## src/rtl/risc16_pkg.sv

```systemverilog
package risc16_pkg;
  localparam int INSN_W = 32;
  localparam int RIDX_W = 5;
  localparam int TGT_W  = 26;

  localparam logic [5:0] OP_RTYPE = 6'h00;
  localparam logic [5:0] OP_JABS  = 6'h02;
  localparam logic [5:0] OP_JREL  = 6'h03;
  localparam logic [5:0] OP_ADDI  = 6'h08;
  localparam logic [5:0] OP_LOAD  = 6'h23;
  localparam logic [5:0] OP_STORE = 6'h2B;

  localparam logic [5:0] FN_SLL = 6'h00;
  localparam logic [5:0] FN_SRL = 6'h02;
  localparam logic [5:0] FN_ADD = 6'h20;
  localparam logic [5:0] FN_SUB = 6'h22;
  localparam logic [5:0] FN_AND = 6'h24;
  localparam logic [5:0] FN_OR  = 6'h25;
  localparam logic [5:0] FN_XOR = 6'h26;

  typedef enum logic [2:0] {
    PH_FETCH  = 3'd0,
    PH_DECODE = 3'd1,
    PH_EXEC   = 3'd2,
    PH_MEM    = 3'd3,
    PH_WB     = 3'd4
  } phase_e;

  typedef enum logic [2:0] {
    ALU_ADD, ALU_SUB, ALU_AND, ALU_OR, ALU_XOR, ALU_SLL, ALU_SRL
  } alu_op_e;

  typedef enum logic [1:0] {PC_SEQ, PC_ABS, PC_REL} pc_sel_e;

  typedef struct packed {
    logic              reg_we;
    logic [RIDX_W-1:0] dst;
    logic              use_imm;
    alu_op_e           alu_op;
    logic              mem_rd;
    logic              mem_wr;
    pc_sel_e           pc_sel;
  } ctrl_t;
endpackage

```

## src/rtl/risc16_decoder.sv

```systemverilog
module risc16_decoder
  import risc16_pkg::*;
(
  input  logic [INSN_W-1:0] insn_i,
  output ctrl_t             ctrl_o
);
  logic [5:0]        op, fn;
  logic [RIDX_W-1:0] rt, rd;

  assign op = insn_i[31:26];
  assign rt = insn_i[20:16];
  assign rd = insn_i[15:11];
  assign fn = insn_i[5:0];

  always_comb begin
    ctrl_o         = '0;
    ctrl_o.alu_op  = ALU_ADD;
    ctrl_o.pc_sel  = PC_SEQ;
    ctrl_o.dst     = rt;
    case (op)
      OP_RTYPE: begin
        ctrl_o.dst    = rd;
        ctrl_o.reg_we = 1'b1;
        case (fn)
          FN_ADD:  ctrl_o.alu_op = ALU_ADD;
          FN_SUB:  ctrl_o.alu_op = ALU_SUB;
          FN_AND:  ctrl_o.alu_op = ALU_AND;
          FN_OR:   ctrl_o.alu_op = ALU_OR;
          FN_XOR:  ctrl_o.alu_op = ALU_XOR;
          FN_SLL:  ctrl_o.alu_op = ALU_SLL;
          FN_SRL:  ctrl_o.alu_op = ALU_SRL;
          default: ctrl_o.reg_we = 1'b0;
        endcase
      end
      OP_ADDI: begin
        ctrl_o.reg_we  = 1'b1;
        ctrl_o.use_imm = 1'b1;
      end
      OP_LOAD: begin
        ctrl_o.reg_we  = 1'b1;
        ctrl_o.use_imm = 1'b1;
        ctrl_o.mem_rd  = 1'b1;
      end
      OP_STORE: begin
        ctrl_o.use_imm = 1'b1;
        ctrl_o.mem_wr  = 1'b1;
      end
      OP_JABS: ctrl_o.pc_sel = PC_ABS;
      OP_JREL: ctrl_o.pc_sel = PC_REL;
      default: ;
    endcase
  end
endmodule

```

## src/rtl/risc16_regfile.sv

```systemverilog
module risc16_regfile #(
  parameter int NREG   = 32,
  parameter int DATA_W = 16
) (
  input  logic                    clk_i,
  input  logic                    rst_ni,
  input  logic [$clog2(NREG)-1:0] ra_i,
  input  logic [$clog2(NREG)-1:0] rb_i,
  output logic [DATA_W-1:0]       rd_a_o,
  output logic [DATA_W-1:0]       rd_b_o,
  input  logic                    we_i,
  input  logic [$clog2(NREG)-1:0] wa_i,
  input  logic [DATA_W-1:0]       wd_i
);
  localparam int AW = $clog2(NREG);

  logic [DATA_W-1:0] regs [NREG];

  always_ff @(posedge clk_i or negedge rst_ni) begin
    if (!rst_ni) begin
      for (int i = 0; i < NREG; i++) regs[i] <= '0;
    end else if (we_i && wa_i != AW'(0)) begin
      regs[wa_i] <= wd_i;
    end
  end

  // register 0 is hard zero on both ports
  assign rd_a_o = (ra_i == AW'(0)) ? '0 : regs[ra_i];
  assign rd_b_o = (rb_i == AW'(0)) ? '0 : regs[rb_i];
endmodule

```

## src/rtl/risc16_alu.sv

```systemverilog
module risc16_alu
  import risc16_pkg::*;
#(
  parameter int DATA_W = 16
) (
  input  logic [DATA_W-1:0] a_i,
  input  logic [DATA_W-1:0] b_i,
  input  logic [4:0]        shamt_i,
  input  alu_op_e           op_i,
  output logic [DATA_W-1:0] y_o
);
  always_comb begin
    case (op_i)
      ALU_ADD: y_o = a_i + b_i;
      ALU_SUB: y_o = a_i - b_i;
      ALU_AND: y_o = a_i & b_i;
      ALU_OR:  y_o = a_i | b_i;
      ALU_XOR: y_o = a_i ^ b_i;
      ALU_SLL: y_o = a_i << shamt_i;
      ALU_SRL: y_o = a_i >> shamt_i;
      default: y_o = '0;
    endcase
  end
endmodule

```

## src/rtl/risc16_pc_unit.sv

```systemverilog
module risc16_pc_unit
  import risc16_pkg::*;
#(
  parameter int PC_W = 16
) (
  input  logic            clk_i,
  input  logic            rst_ni,
  input  logic            commit_i,
  input  pc_sel_e         sel_i,
  input  logic [PC_W-3:0] tgt_i,
  output logic [PC_W-1:0] pc_o
);
  logic [PC_W-1:0] pc_q, jaddr, pc_nxt;

  assign jaddr = {tgt_i, 2'b00};

  always_comb begin
    case (sel_i)
      PC_ABS:  pc_nxt = jaddr;
      PC_REL:  pc_nxt = pc_q + jaddr;
      default: pc_nxt = pc_q + PC_W'(4);
    endcase
  end

  always_ff @(posedge clk_i or negedge rst_ni) begin
    if (!rst_ni)       pc_q <= '0;
    else if (commit_i) pc_q <= pc_nxt;
  end

  assign pc_o = pc_q;
endmodule

```

## src/rtl/risc16_core.sv

```systemverilog
module risc16_core
  import risc16_pkg::*;
#(
  parameter int DATA_W  = 16,
  parameter int PC_W    = 16,
  parameter int IMEM_AW = 6,
  parameter int DMEM_AW = 6
) (
  input  logic               clk_i,
  input  logic               rst_ni,
  input  logic               prog_we_i,
  input  logic [IMEM_AW-1:0] prog_addr_i,
  input  logic [INSN_W-1:0]  prog_data_i,
  output logic [PC_W-1:0]    pc_o,
  output logic [2:0]         phase_o,
  output logic               wb_en_o,
  output logic [RIDX_W-1:0]  wb_addr_o,
  output logic [DATA_W-1:0]  wb_data_o,
  output logic               st_en_o,
  output logic [DMEM_AW-1:0] st_addr_o,
  output logic [DATA_W-1:0]  st_data_o
);
  localparam int IMEM_WORDS = 1 << IMEM_AW;
  localparam int DMEM_WORDS = 1 << DMEM_AW;
  localparam int NREG       = 1 << RIDX_W;

  typedef logic [DATA_W-1:0] word_t;

  phase_e            phase_q;
  logic [INSN_W-1:0] ir_q;
  word_t             a_q, b_q, alu_q, mdr_q;
  word_t             rf_a, rf_b, op_b, alu_y, wb_val;
  word_t             imm_sx;
  ctrl_t             ctrl;
  logic [PC_W-1:0]   pc;

  logic [INSN_W-1:0] imem [IMEM_WORDS];
  word_t             dmem [DMEM_WORDS];

  // phase sequencer
  always_ff @(posedge clk_i or negedge rst_ni) begin
    if (!rst_ni) phase_q <= PH_FETCH;
    else begin
      case (phase_q)
        PH_FETCH:  phase_q <= PH_DECODE;
        PH_DECODE: phase_q <= PH_EXEC;
        PH_EXEC:   phase_q <= PH_MEM;
        PH_MEM:    phase_q <= PH_WB;
        default:   phase_q <= PH_FETCH;
      endcase
    end
  end

  // instruction storage, loaded through the program port
  always_ff @(posedge clk_i) begin
    if (prog_we_i) imem[prog_addr_i] <= prog_data_i;
  end

  always_ff @(posedge clk_i or negedge rst_ni) begin
    if (!rst_ni)                ir_q <= '0;
    else if (phase_q == PH_FETCH) ir_q <= imem[pc[IMEM_AW+1:2]];
  end

  risc16_decoder u_dec (
    .insn_i (ir_q),
    .ctrl_o (ctrl)
  );

  risc16_regfile #(.NREG(NREG), .DATA_W(DATA_W)) u_rf (
    .clk_i  (clk_i),
    .rst_ni (rst_ni),
    .ra_i   (ir_q[25:21]),
    .rb_i   (ir_q[20:16]),
    .rd_a_o (rf_a),
    .rd_b_o (rf_b),
    .we_i   (phase_q == PH_WB && ctrl.reg_we),
    .wa_i   (ctrl.dst),
    .wd_i   (wb_val)
  );

  always_ff @(posedge clk_i or negedge rst_ni) begin
    if (!rst_ni) begin
      a_q <= '0;
      b_q <= '0;
    end else if (phase_q == PH_DECODE) begin
      a_q <= rf_a;
      b_q <= rf_b;
    end
  end

  assign imm_sx = word_t'($signed(ir_q[15:0]));
  assign op_b   = ctrl.use_imm ? imm_sx : b_q;

  risc16_alu #(.DATA_W(DATA_W)) u_alu (
    .a_i     (a_q),
    .b_i     (op_b),
    .shamt_i (ir_q[10:6]),
    .op_i    (ctrl.alu_op),
    .y_o     (alu_y)
  );

  always_ff @(posedge clk_i or negedge rst_ni) begin
    if (!rst_ni)                 alu_q <= '0;
    else if (phase_q == PH_EXEC) alu_q <= alu_y;
  end

  // data storage: load captures, store writes, both in the memory phase
  always_ff @(posedge clk_i) begin
    if (phase_q == PH_MEM && ctrl.mem_wr) dmem[alu_q[DMEM_AW-1:0]] <= b_q;
  end

  always_ff @(posedge clk_i or negedge rst_ni) begin
    if (!rst_ni)                                mdr_q <= '0;
    else if (phase_q == PH_MEM && ctrl.mem_rd) mdr_q <= dmem[alu_q[DMEM_AW-1:0]];
  end

  assign wb_val = ctrl.mem_rd ? mdr_q : alu_q;

  risc16_pc_unit #(.PC_W(PC_W)) u_pc (
    .clk_i    (clk_i),
    .rst_ni   (rst_ni),
    .commit_i (phase_q == PH_WB),
    .sel_i    (ctrl.pc_sel),
    .tgt_i    (ir_q[PC_W-3:0]),
    .pc_o     (pc)
  );

  assign pc_o      = pc;
  assign phase_o   = phase_q;
  assign wb_en_o   = (phase_q == PH_WB) && ctrl.reg_we;
  assign wb_addr_o = ctrl.dst;
  assign wb_data_o = wb_val;
  assign st_en_o   = (phase_q == PH_MEM) && ctrl.mem_wr;
  assign st_addr_o = alu_q[DMEM_AW-1:0];
  assign st_data_o = b_q;
endmodule

```

## config.mk

```make
export PLATFORM = sky130hd
export DESIGN_NAME = risc16_core
export DESIGN_NICKNAME = d
export VERILOG_FILES = /design/src/rtl/risc16_pkg.sv /design/src/rtl/risc16_decoder.sv /design/src/rtl/risc16_regfile.sv /design/src/rtl/risc16_alu.sv /design/src/rtl/risc16_pc_unit.sv /design/src/rtl/risc16_core.sv
export SDC_FILE = /design/constraint.sdc
export NUM_CORES = 2
export LEC_CHECK = 0
export ABC_CLOCK_PERIOD_IN_PS = 7100
export BUFFER_PORTS_ARGS = -buffer_cell sky130_fd_sc_hd__buf_2
export CAP_MARGIN = 20
export CORE_MARGIN = 2
export CORE_UTILIZATION = 55
export CTS_CLUSTER_DIAMETER = 100
export DETAILED_ROUTE_END_ITERATION = 8
export PLACE_DENSITY = 0.73
export RECOVER_POWER = 100
export SYNTH_ARGS = -nofsm -noshare
export SYNTH_HDL_FRONTEND = slang
export SYNTH_SLANG_ARGS = --single-unit
```

## constraint.sdc

```tcl
create_clock -name clk_i -period 7.1 [get_ports clk_i]
set_clock_uncertainty 0.1 [all_clocks]
set_input_delay 2.13 -clock clk_i [delete_from_list [all_inputs] [get_ports clk_i]]
set_output_delay 2.13 -clock clk_i [all_outputs]
set_load 0.1 [all_outputs]
```

Word-level counts from Yosys, hierarchy flattened --
Memory sizes are Yosys's and may differ from the RTL's. A register that Yosys moved wholly into a read port is not among the register bits. Index checks and enable logic that the tools add are counted.
Storage, ports and cells: flip-flop bits (word level) 579, bits in writable memories 3072, input bits 41, logic and storage cells 124, memories kept 2
Memories:
- imem | words 64, bits a word 32, rd ports 1, clocked after Yosys merged registers in 1, wr ports 1, RTL line risc16_core.sv:37 | logic [INSN_W-1:0] imem [IMEM_WORDS];
- dmem | words 64, bits a word 16, rd ports 1, clocked after Yosys merged registers in 1, wr ports 1, RTL line risc16_core.sv:38 | word_t dmem [DMEM_WORDS];
Cells by class: $add $sub $neg 4, $lt $le $gt $ge 4, eq/ne operators 23, shift operators 2, mux-type cells 29, bitwise gates (word level) 6, reduce and logical (&&, ||, !) cells 17
Operators by type and width (number):
- 512-bit bitwise mux | 1
- 16-bit binary-select mux with 5-bit select | 2
- 16-bit 2-to-1 mux | 9
- 16-bit one-hot mux with 7 select lines | 1
- 16-bit demux with 5-bit select | 1
- 6-bit equality test, second input constant | 7
- 16-bit adder | 2
- 16-bit one-hot mux with 2 select lines | 1
- 6-bit by 2-bit equality test with 1-bit output, second input constant | 3
- 6-bit >= comparator, second input constant | 3
- 5-bit NOT with 6-bit output | 3
- 3-bit one-hot mux with 6 select lines | 1
- 16-bit by 3-bit adder with 16-bit output, second input constant | 1
- 16-bit bitwise AND | 1
- 16-bit OR | 1
- 16-bit by 5-bit left shift with 16-bit output | 1
- 16-bit by 5-bit >> shifter with 16-bit output | 1
- 16-bit subtractor | 1
- 16-bit bitwise XOR | 1
- 3-bit by 2-bit equality test with 1-bit output, second input constant | 4
- 3-bit equality test, second input constant | 4
- 6-bit zero test | 2
- 3-bit one-hot mux with 4 select lines | 1
- 5-bit zero test | 2
- other kinds (17) | 31

Logic depth before layout (Yosys ltp) --
depth in word-level cells 8, depth in mapped cells 18, mapped depth without buffers 15

Hierarchy --
From an unflattened synthesis, not the netlist that was laid out.
Second synthesis, totals: cells, all modules 8522, area, all modules 154580.8 µm²
By module, submodules not included:
- risc16_core | instances 1, cells an instance 5953, area each 121556.6 µm², sequential area each 94725.8 µm²
- risc16_regfile | instances 1, cells an instance 1921, area each 27931.8 µm², sequential area each 12812.3 µm²
- risc16_alu | instances 1, cells an instance 441, area each 3429.5 µm², sequential area each 0.0 µm²
- risc16_pc_unit | instances 1, cells an instance 170, area each 1375.1 µm², sequential area each 350.3 µm²
- risc16_decoder | instances 1, cells an instance 37, area each 287.8 µm², sequential area each 0.0 µm²

Worst setup path after synthesis --
Ideal clock, no wire load.
path type register to output, start point register phase_q[1], in the netlist phase_o[1], end point output port st_en_o, arrival 4754 ps, setup slack 116 ps, stages on the path, launching flop included 5, path buffers 1, cells stage by stage dfrtp_1 > clkbuf_1 > and3b_1 > nand2_1 > nor4_1
Between the ends: longest elaborated chain between the ends 2
RTL lines:
- start, declared | RTL line risc16_core.sv:29 | phase_e phase_q;
- start signal, assigned | RTL line risc16_core.sv:42 | if (!rst_ni) phase_q <= PH_FETCH;
- start signal, assigned | RTL line risc16_core.sv:45 | PH_FETCH: phase_q <= PH_DECODE;
- start signal, assigned | RTL line risc16_core.sv:46 | PH_DECODE: phase_q <= PH_EXEC;
- 3-bit by 2-bit equality test with 1-bit output | RTL line risc16_core.sv:133 | assign st_en_o = (phase_q == PH_MEM) && ctrl.mem_wr;
- 1-bit logical AND | RTL line risc16_core.sv:133
- end, declared | RTL line risc16_core.sv:19 | output logic st_en_o,
Every way passes these cells.

Worst setup path after layout --
start point register ir_q[29] (read register of imem), end point output port wb_addr_o[2]
Between the ends: longest elaborated chain between the ends 2
RTL lines:
- start, declared | RTL line risc16_core.sv:30 | logic [INSN_W-1:0] ir_q;
- 6-bit zero test | RTL line risc16_decoder.sv:20 | case (op)
- 5-bit 2-to-1 mux | RTL line risc16_decoder.sv:20
- end, declared | RTL line risc16_core.sv:17 | output logic [RIDX_W-1:0] wb_addr_o,
Every way passes these cells.

==> impl_metrics.csv <==
group,metric,value,unit
floorplanning,boundaryPins,105,
global_routing,grt.overflow.total,0,
floorplanning,chipHeight,526,um
worst_setup_path,r2r_cells,4,
synthesis,synth_edf_count,3072,
synthesis,yosys_most_used_dff,"edfxtp_1",
synthesis,synthesis.instances,8395,
worst_setup_path,crit_path_end_kind,"primary output",
hold_path,worst_hold_path.num_cells,0,
sta,timing.slew.headroom,-1.96,
synthesis,post_synth.cell_area_avg,17.8,um2
clock_tree,cts-root-buf,"clkbuf_16",
finish,post-route-util,0.615,
worst_setup_path,timing.critical_path.max_delay_family,"simple AND/OR/NAND/NOR gates",
synthesis,synth_seq_cells,3697,
flow_run,max-cap-violations,177,
worst_setup_path,worst_ep_required_time,4870,ps
hold_path,min-delay-path-class,"flip-flop to flip-flop",
clock_tree,cts-root-to-sink-buffers,4,
route,via_per_inst,6.80,
power_and_ir_drop,net-switching-power,21.3,mW
power_and_ir_drop,clockPowerShare,0.308,
route,drt.antenna.violating_nets,0,
placement,place_congestion,0.921,
synthesis,yosysUniqueCellTypes,78,
power_and_ir_drop,comb_power_share,0.299,
worst_setup_path,cp-start-kind,"flip-flop",
worst_setup_path,cp_slowest_stage_delay,890,ps
synthesis,post_synth_instance_area,150000,um2
worst_setup_path,setup_slack_of_the_most_critical_reg_to_reg_path,530,ps
placement,cell_area_reported_after_detailed_placement,156000,um2
route,routed-via-count,84900,
floorplanning,dieArea,276000,um2
global_routing,grt_start_max_net_pins,168,
run_status,failing_checks,"max-capacitance violations, max-slew violations",
sta,fin_tns_setup,0,ps
route,drtPass1Iterations,7,
floorplanning,initial_utilization,0.553,
finish,stdcell_area,167000,um2
finish,layout-drive-gt1-share,0.188,
placement,detailed_place_hpwl,240000,um
clock_tree,post_cts_resize_count,0,
global_routing,wire_length_of_the_first_global_routing_pass,605000,um
sta,grt_setup_unrepaired,"false",
worst_setup_path,path_type_of_the_worst_setup_path,"flip-flop to primary output",
power_and_ir_drop,sw_frac_of_total,0.333,
route,wire_per_inst,33.7,um
worst_setup_path,path_max_fanout,14,
synthesis,yosysWarnings,0,
floorplanning,num_rows,191,
clock_tree,cts.hold.buffers_added,0,
global_routing,track_usage,0.302,
run_status,outcome,"finished with violations",
finish,num-fill-cells,18600,
route,drt_wl_total,421000,um
power_and_ir_drop,power_density,384,nW/um2
sta,drv_slew,5887,
worst_setup_path,crit_slowest_cell,"clkbuf_1",
clock_tree,cts.reportedPaths.clkPinSlew,60,ps
finish,layout-area-overhead-vs-synth,11.3,%
power_and_ir_drop,p_int,42.7,mW
synthesis,synth.yosys.seq_area_share,0.721,
floorplanning,core_area,271000,um2
placement,io_buffer_count,102,
worst_setup_path,cp_num_buf_inv,2,
sta,timing.final.crit_period,6690,ps
power_and_ir_drop,total_leakage_power,54.0,nW
worst_setup_path,worst_ep_arrival_time,4460,ps
sta,timing_hold_violations_final,0,
sta,min_period_over_period,0.943,
sta,timing_worst_slew_pin_value,4440,ps
sta,max_clock_freq,149,MHz
floorplanning,fp.dieW,526,um
global_routing,number_of_global_route_vias_before_repair,84800,
clock_tree,clock_latency,980,ps
power_and_ir_drop,seqPwrFrac,0.393,
clock_tree,numClockSinks,3697,
route,drt_first_iter_violations,11800,
power_and_ir_drop,irDropWorstVdd,0.301,mV
worst_setup_path,crit_chain,"or4_1, or2_0, mux2i_4, inv_1, clkbuf_1",
clock_tree,tritoncts_clock_tree,"built",
finish,final_nets,8686,
clock_tree,h_tree_lvl_count,5,
global_routing,antenna_found_initial,26,
clock_tree,cts_made_buffers,369,
synthesis,ys_async_sr_fraction,0.169,
worst_setup_path,critical_path_cell_count,5,
clock_tree,cts_post_setup_buffers_inserted,0,
sta,setup_viol,0,
route,drc,0,
per-layer routing:
| metal | part of all wire | wire, um | track usage | vias up |
|---|---|---|---|---|
| li1 | - | - | - | 34300 |
| met1 | 0.35 | 149000 | 0.408 | 43900 |
| met2 | 0.48 | 200000 | 0.473 | 5681 |
| met3 | 0.11 | 48400 | 0.0660 | 975 |
| met4 | 0.053 | 22500 | 0.140 | 20 |
| met5 | 0.00032 | 133 | 0 | - |
final cells by class:
type	count	area, um2	area share
inverter	69	259	0.00155
clock inverter	201	2290	0.0137
sequential	3697	108000	0.648
multi-input combinational	3999	39300	0.236
antenna	9	22.5	0.000135
timing repair buffer	449	2430	0.0146
tap	3570	4470	0.0268
clock buffer	482	9940	0.0597
synthesized netlist by cell type (all sizes together) (7+ instances only):
master / n / area share
a221o: 7 / 0.00047
edfxtp: 3072 / 0.62
and3: 7 / 0.00029
a221oi: 74 / 0.0043
a22o: 60 / 0.0035
nor2: 611 / 0.015
ha: 58 / 0.0048
nand4: 62 / 0.0026
nor3: 40 / 0.0013
and2: 19 / 0.00079
a31oi: 57 / 0.0024
o22ai: 50 / 0.0021
or2: 11 / 0.00046
nor2b: 9 / 0.00038
mux4: 906 / 0.14
nor4: 26 / 0.0017
nand3: 28 / 0.00094
o221ai: 36 / 0.0021
nand2b: 14 / 0.00058
mux2: 34 / 0.0026
inv: 67 / 0.0017
dfrtp: 625 / 0.10
a22oi: 396 / 0.020
nand3b: 7 / 0.00043
a211oi: 18 / 0.00090
o21a: 8 / 0.00040
a41oi: 32 / 0.0019
a21oi: 392 / 0.013
mux2i: 192 / 0.013
buf: 165 / 0.0045
o211ai: 18 / 0.00090
or3: 17 / 0.00071
clkbuf: 465 / 0.012
nand2: 337 / 0.0084
or4: 8 / 0.00040
o21ai: 355 / 0.012
xnor2: 30 / 0.0018
worst reg2reg max path, stage by stage (launching register included):
cell,delay (ps)
dfrtp_1,1270
clkbuf_1,2000
nand3_1,1480
nor2_1,330
clkbuf_1,970
per-stage QoR:
stage / hold WS [ps] / instances / power [mW] / setup WS (ps)
after global routing: 316 / 12500 / 65.9 / 281
final: 302 / 12500 / 64.0 / 406
after global placement: 280 / 11700 / 44.2 / 1630
after floorplan: 345 / 8396 / 37.6 / 116
after CTS: 301 / 12400 / 63.9 / 643
after detailed placement: 287 / 11800 / 44.4 / 1630
cells in the final DEF (no fill, tap or decap), drive strengths merged, types with 35 or more instances in the layout:
cell	count
a21oi	392
a221oi	74
a22o	60
a22oi	396
a31oi	57
buf	117
bufinv	35
clkbuf	813
clkinv	148
dfrtp	625
edfxtp	3072
ha	58
inv	79
mux2i	192
mux4	906
nand2	337
nand4	62
nor2	611
nor3	40
o21ai	355
o221ai	36
o22ai	50
sequential cells by signal (all words and copies together), names as in the netlist:
| register | count |
|---|---|
| alu_q | 16 |
| dmem | 1024 |
| mdr_q | 16 |
| ir_q | 32 |
| a_q | 16 |
| u_pc.pc_o | 14 |
| st_data_o | 16 |
| phase_o | 3 |
| imem | 2048 |
| u_rf.regs | 512 |
logic make-up after synthesis:
family          Yosys count  synth area share
xor+xnor                 33           0.00193
other cells               1         0.0000250
simple gates           1219            0.0357
compound gates         1553            0.0667
buf+inv                 700            0.0180
mux                    1132             0.152
fa+ha+maj                60           0.00511
flops                  3697             0.721
worst paths after layout:
kind | end | from
min reg2reg | u_rf.regs[507] | u_rf.regs[507]
min | u_rf.regs[507] | u_rf.regs[507]
min in group asynchronous | u_rf.regs[337] | rst_ni
max in group asynchronous | u_rf.regs[366] | rst_ni
max reg2reg | dmem[58][5] | alu_q[4]
max | wb_addr_o[2] | ir_q[29]
power groups by stage:
stage          clock [mW]  combinational, mW  sequential [mW]
2_1_floorplan           0               12.6             25.0
3_3_place_gp            0               18.6             25.6
3_5_place_dp            0               18.8             25.6
4_1_cts              19.8               18.9             25.2
5_1_grt              20.6               20.0             25.2
6_report             19.7               19.1             25.2
No activity file was read; power rests on OpenSTA's default activity.
